<file path="src/rtl/xlat_pkg.sv">
package xlat_pkg;
    localparam int VA_W  = 32;
    localparam int OFS_W = 12;
    localparam int PA_W  = 30;
    localparam int VPN_W = VA_W - OFS_W;
    localparam int PPN_W = PA_W - OFS_W;

    typedef struct packed {
        logic             valid;
        logic [VPN_W-1:0] vpn;
        logic [PPN_W-1:0] ppn;
        logic             wr_ok;
        logic             used;
        logic             dirty;
    } slot_t;
endpackage

</file>
<file path="src/rtl/xlat_match.sv">
module xlat_match import xlat_pkg::*; #(
    parameter int ENTRIES = 16,
    localparam int IDX_W = $clog2(ENTRIES)
) (
    input  logic [ENTRIES-1:0]            valid_i,
    input  logic [ENTRIES-1:0][VPN_W-1:0] tag_i,
    input  logic [VPN_W-1:0]              vpn_i,
    output logic                          hit_o,
    output logic [IDX_W-1:0]              idx_o
);
    logic [ENTRIES-1:0] eq;

    for (genvar g = 0; g < ENTRIES; g++) begin : g_cmp
        assign eq[g] = valid_i[g] && (tag_i[g] == vpn_i);
    end

    // lowest index wins: scan downward so the last assignment is the lowest
    always_comb begin
        idx_o = '0;
        for (int i = ENTRIES - 1; i >= 0; i--) begin
            if (eq[i]) idx_o = IDX_W'(i);
        end
    end

    assign hit_o = |eq;
endmodule

</file>
<file path="src/rtl/xlat_victim.sv">
module xlat_victim #(
    parameter int ENTRIES = 16,
    localparam int IDX_W = $clog2(ENTRIES)
) (
    input  logic [ENTRIES-1:0] valid_i,
    input  logic [IDX_W-1:0]   rr_i,
    output logic [IDX_W-1:0]   idx_o,
    output logic               full_o
);
    logic [IDX_W-1:0] free_idx;

    always_comb begin
        free_idx = '0;
        for (int i = ENTRIES - 1; i >= 0; i--) begin
            if (!valid_i[i]) free_idx = IDX_W'(i);
        end
    end

    assign full_o = &valid_i;
    assign idx_o  = full_o ? rr_i : free_idx;
endmodule

</file>
<file path="src/rtl/xlat_buffer.sv">
module xlat_buffer import xlat_pkg::*; #(
    parameter int ENTRIES = 16
) (
    input  logic             clk,
    input  logic             rst_n,
    input  logic             flush,
    input  logic             lk_valid,
    input  logic             lk_write,
    input  logic [VA_W-1:0]  lk_vaddr,
    output logic             lk_hit,
    output logic             lk_miss_exc,
    output logic             lk_wprot_exc,
    output logic             lk_pa_valid,
    output logic [PA_W-1:0]  lk_paddr,
    output logic             lk_used,
    output logic             lk_dirty,
    input  logic             fill_en,
    input  logic [VPN_W-1:0] fill_vpn,
    input  logic [PPN_W-1:0] fill_ppn,
    input  logic             fill_wr_ok
);
    localparam int IDX_W = $clog2(ENTRIES);
    localparam logic [IDX_W-1:0] LAST = IDX_W'(ENTRIES - 1);

    typedef struct packed {
        slot_t [ENTRIES-1:0] slot;
        logic  [IDX_W-1:0]   rr;
    } state_t;

    state_t st_d, st_q;

    logic [ENTRIES-1:0]            vld_vec;
    logic [ENTRIES-1:0][VPN_W-1:0] tag_vec;
    logic                          m_hit;
    logic [IDX_W-1:0]              m_idx;
    logic [IDX_W-1:0]              v_idx;
    logic                          v_full;
    slot_t                         hs;
    logic                          allow;

    for (genvar g = 0; g < ENTRIES; g++) begin : g_vec
        assign vld_vec[g] = st_q.slot[g].valid;
        assign tag_vec[g] = st_q.slot[g].vpn;
    end

    xlat_match #(.ENTRIES(ENTRIES)) u_match (
        .valid_i (vld_vec),
        .tag_i   (tag_vec),
        .vpn_i   (lk_vaddr[VA_W-1:OFS_W]),
        .hit_o   (m_hit),
        .idx_o   (m_idx)
    );

    xlat_victim #(.ENTRIES(ENTRIES)) u_victim (
        .valid_i (vld_vec),
        .rr_i    (st_q.rr),
        .idx_o   (v_idx),
        .full_o  (v_full)
    );

    assign hs = st_q.slot[m_idx];

    always_comb begin
        lk_hit       = lk_valid && m_hit;
        lk_miss_exc  = lk_valid && !m_hit;
        lk_wprot_exc = lk_hit && lk_write && !hs.wr_ok;
        allow        = lk_hit && !lk_wprot_exc;
        lk_pa_valid  = allow;
        lk_paddr     = allow ? {hs.ppn, lk_vaddr[OFS_W-1:0]} : '0;
        lk_used      = lk_hit && hs.used;
        lk_dirty     = lk_hit && hs.dirty;

        st_d = st_q;
        if (flush) begin
            for (int i = 0; i < ENTRIES; i++) st_d.slot[i].valid = 1'b0;
        end else begin
            if (allow) begin
                st_d.slot[m_idx].used = 1'b1;
                if (lk_write) st_d.slot[m_idx].dirty = 1'b1;
            end
            if (fill_en) begin
                st_d.slot[v_idx] = '{valid: 1'b1, vpn: fill_vpn, ppn: fill_ppn,
                                     wr_ok: fill_wr_ok, used: 1'b0, dirty: 1'b0};
                if (v_full) st_d.rr = (st_q.rr == LAST) ? '0 : st_q.rr + 1'b1;
            end
        end
    end

    always_ff @(posedge clk) begin
        if (!rst_n) st_q <= '0;
        else        st_q <= st_d;
    end
endmodule

</file>
<file path="config.mk">
export PLATFORM = sky130hd
export DESIGN_NAME = xlat_buffer
export DESIGN_NICKNAME = d
export VERILOG_FILES = /design/src/rtl/xlat_pkg.sv /design/src/rtl/xlat_match.sv /design/src/rtl/xlat_victim.sv /design/src/rtl/xlat_buffer.sv
export SDC_FILE = /design/constraint.sdc
export NUM_CORES = 2
export LEC_CHECK = 0
export BUFFER_PORTS_ARGS = -buffer_cell sky130_fd_sc_hd__buf_2
export CAP_MARGIN = 20
export CORE_MARGIN = 3
export CORE_UTILIZATION = 29
export DETAILED_ROUTE_END_ITERATION = 12
export GPL_ROUTABILITY_DRIVEN = 0
export SLEW_MARGIN = 20
export SYNTH_ARGS = -nofsm -noshare
export SYNTH_HDL_FRONTEND = slang
export SYNTH_SLANG_ARGS = --single-unit
</file>
<file path="constraint.sdc">
create_clock -name clk -period 6.6 [get_ports clk]
set_clock_uncertainty 0.05 [all_clocks]
set_input_delay 1.32 -clock clk [delete_from_list [all_inputs] [get_ports clk]]
set_output_delay 1.32 -clock clk [all_outputs]
set_load 0.02 [all_outputs]
</file>
==> run_results.csv <==
group,metric,value,unit
final_layout,finalNetCount,4278,
sta,slew_violations,0,
die,dieArea,119000,um^2
sta,min_period_over_period,99.6,%
worst_setup_path,arrival,5.20,ns
status,status,"finished, final reports clean",
drt,wl_per_cell,22.0,um
final_layout,drive_gt1_share,13.6,%
clocking,cts_tree,"done",
drt,firstDrtPassIters,8,
die,ios,113,
die,coreArea,113000,um^2
drt,ant_nets,0,
die,die_y,345,um
global_route,grt_pass1_wl,186000,um
clocking,cts_buffers,68,
drt,dr_total_vias,30556,
final_layout,area_growth_syn_to_layout,15.8,%
die,start_util,29.4,%
sta,relSlewSlack,21.6,%
worst_setup_path,reg2regPathDepth,9,
sta,fin_crit,6.57,ns
sta,worstMarginPinSlew,1.18,ns
worst_setup_path,cp-start-kind,"input pin",
sta,max_freq,152,MHz
synthesis,synth-seq-cells,676,
global_route,grt_pass1_vias,28402,
clocking,ctsHoldBuffers,0,
final_layout,largest_register_ffs,676,
global_route,gr-total-overflow,0,
synthesis,yosysTopAreaCell,"dfxtp_1",
drt,drcViolationCount,0,
clocking,clock_latency,0.62,ns
pwr,power_density,222,nW/um^2
die,die_w,345,um
synthesis,synthTopCellsByArea,"dfxtp_1 41%, nand2_1 15%, a21boi_0 14%",
worst_setup_path,crit_required,5.23,ns
synthesis,synth_seq_area_share,40.6,%
clocking,htreeDepth,3,
placement,dpl.hpwl,79000,um
clocking,path_clk_slew,0.07,ns
pwr,total_power,8570,uW
synthesis,syn_nets,4256,
worst_setup_path,end_kind,"output pin",
drt,routed_via_density,5.31,
pwr,p_leak,0.0125,uW
synthesis,ys_warn_count,0,
global_route,grt_max_degree,190,
min_path,hold_class,"reg -> reg",
run,cap_violations,0,
synthesis,synth_ff_type,"dfxtp_1",
drt,drt_iter0_markers,3268,
final_layout,mostFrequentLayoutCell,"nand2_1",
global_route,grt.total_usage,20.1,%
sta,setup_violations,0,
die,rows,123,
min_path,hold_depth,2,
synthesis,synthesis.area,33300,um^2
drt,finalWirelength,127000,um
pwr,irDropWorstVdd,0.153,mV
clocking,clockBufferDepth,3,
sta,setup_tns,0,ns
sta,hold_violations,0,
global_route,grt_antenna_before_repair,3,
synthesis,ys_async_sr_fraction,0,%
final_layout,most-common-layout-cells,"1314 x nand2_1, 676 x dfxtp_1, 627 x a21boi_0, 259 x xnor2_1, 172 x buf_4",
worst_setup_path,cp_max_fo,22,
clocking,cts-root-buf,"clkbuf_16",
synthesis,yosysUniqueCellTypes,72,
clocking,clock-sinks,676,
synthesis,synth_edf_count,0,
synthesis,synth_top_area_share,40.6,%
worst_setup_path,crit_type,"in -> out",
synthesis,avgSynthCellArea,7.98,um^2
final_layout,final_cells,5750,
synthesis,synthCells,4178,
placement,port_buffers,112,
final_layout,largestRegisters,"st_q x676",
placement,place_inst,5625,
sta,rsz0062_at_grt,"true",
final_layout,top_register,"st_q",
## synthesized netlist by cell type, types with 5 or more instances
library cell	count
nand2_1	1326
dfxtp_1	676
a21boi_0	628
clkbuf_1	295
xnor2_1	268
nand4_1	142
nand3_1	76
inv_1	68
nor4_1	62
mux2_2	59
o22ai_1	55
xor2_1	50
nor2_1	46
o221ai_1	39
o21ai_0	36
nor3b_1	30
a21oi_1	27
buf_4	27
a31oi_1	22
and2_1	21
buf_2	21
a211oi_1	19
nor3_1	16
buf_6	15
or2_2	14
mux2i_1	13
and3_1	10
and4_1	10
nand2b_1	10
o41ai_1	9
nor2b_1	8
or4_1	8
buf_1	5
## stage by stage
| step | util [%] | setup WS (ns) | area (um^2) | hold WS, ns |
|---|---|---|---|---|
| detailed placement | 31.9 | -0.189 | 36100 | 0.405 |
| CTS | 33.8 | 0.000601 | 38300 | 0.414 |
| floorplan | - | 0.110 | 33300 | 0.385 |
| global route | 34.1 | -0.0253 | 38600 | 0.435 |
| finish | 34.1 | 0.0275 | 38600 | 0.411 |
| global placement | 31.9 | -0.102 | 36100 | 0.396 |
## final timing paths
path / endpoint / from / slack (ns)
setup / recovery: lk_paddr[13] / lk_vaddr[18] / 0.03
hold / removal: st_q[568] / st_q[568] / 0.41
setup reg to reg: st_q[557] / st_q[129] / 2.21
hold reg to reg: st_q[568] / st_q[568] / 0.41
## worst max-delay path: stages
cell      delay (ns)
buf_2           0.25
buf_4           0.20
xnor2_2         0.13
nand4_1         0.13
or4_1           0.58
o211ai_1        0.20
o311a_1         0.27
o221a_2         0.30
o21ai_2         0.08
a21o_4          0.28
buf_12          0.19
mux2_2          0.25
o221ai_1        0.14
nor4_1          0.47
buf_4           0.20
buf_2           0.16
## routing by layer
layer | share of wire [%] | up-vias | global-route usage, %
li1 | - | 14115 | -
met1 | 44 | 14752 | 27.9
met2 | 44 | 1420 | 31.8
met3 | 8.3 | 267 | 2.91
met4 | 3.7 | 2 | 7.29
met5 | 0.010 | - | 0
## report_power, final
group / leakage [uW] / total, uW / internal, uW / switching [uW]
sequential: 0.00545 / 4100 / 4090 / 9.78
combinational: 0.00604 / 596 / 199 / 397
clock: 0.00105 / 3880 / 2160 / 1710
## cell type report
cell class	count	area, um^2
diodes	2	5.00
clock buffers	99	1980
clock inverters	19	156
fillers	11886	74700
inverters	68	255
multi-input cells	3071	18300
flip-flops and latches	676	13500
well taps	1500	1880
repair buffers	315	2470
## cells by family (layout without fill, tap and decap cells)
family	after synthesis	count (layout)	share of synthesized area (%)
fa+ha+maj	1	1	0.0375
flops	676	676	40.6
compound gates	881	881	19.6
simple gates	1799	1799	23.5
other cells	0	2	0
mux	72	72	2.38
buf+inv	431	501	5.57
xor+xnor	318	318	8.36
## timing repair
action | in CTS | in global routing
resized for setup | 6 | 46
pin swaps | 0 | 10
setup endpoints to repair | 29 | 34
setup buffers | 0 | 4
gates cloned | 0 | 1
No activity file was read; power rests on OpenSTA's default activity.
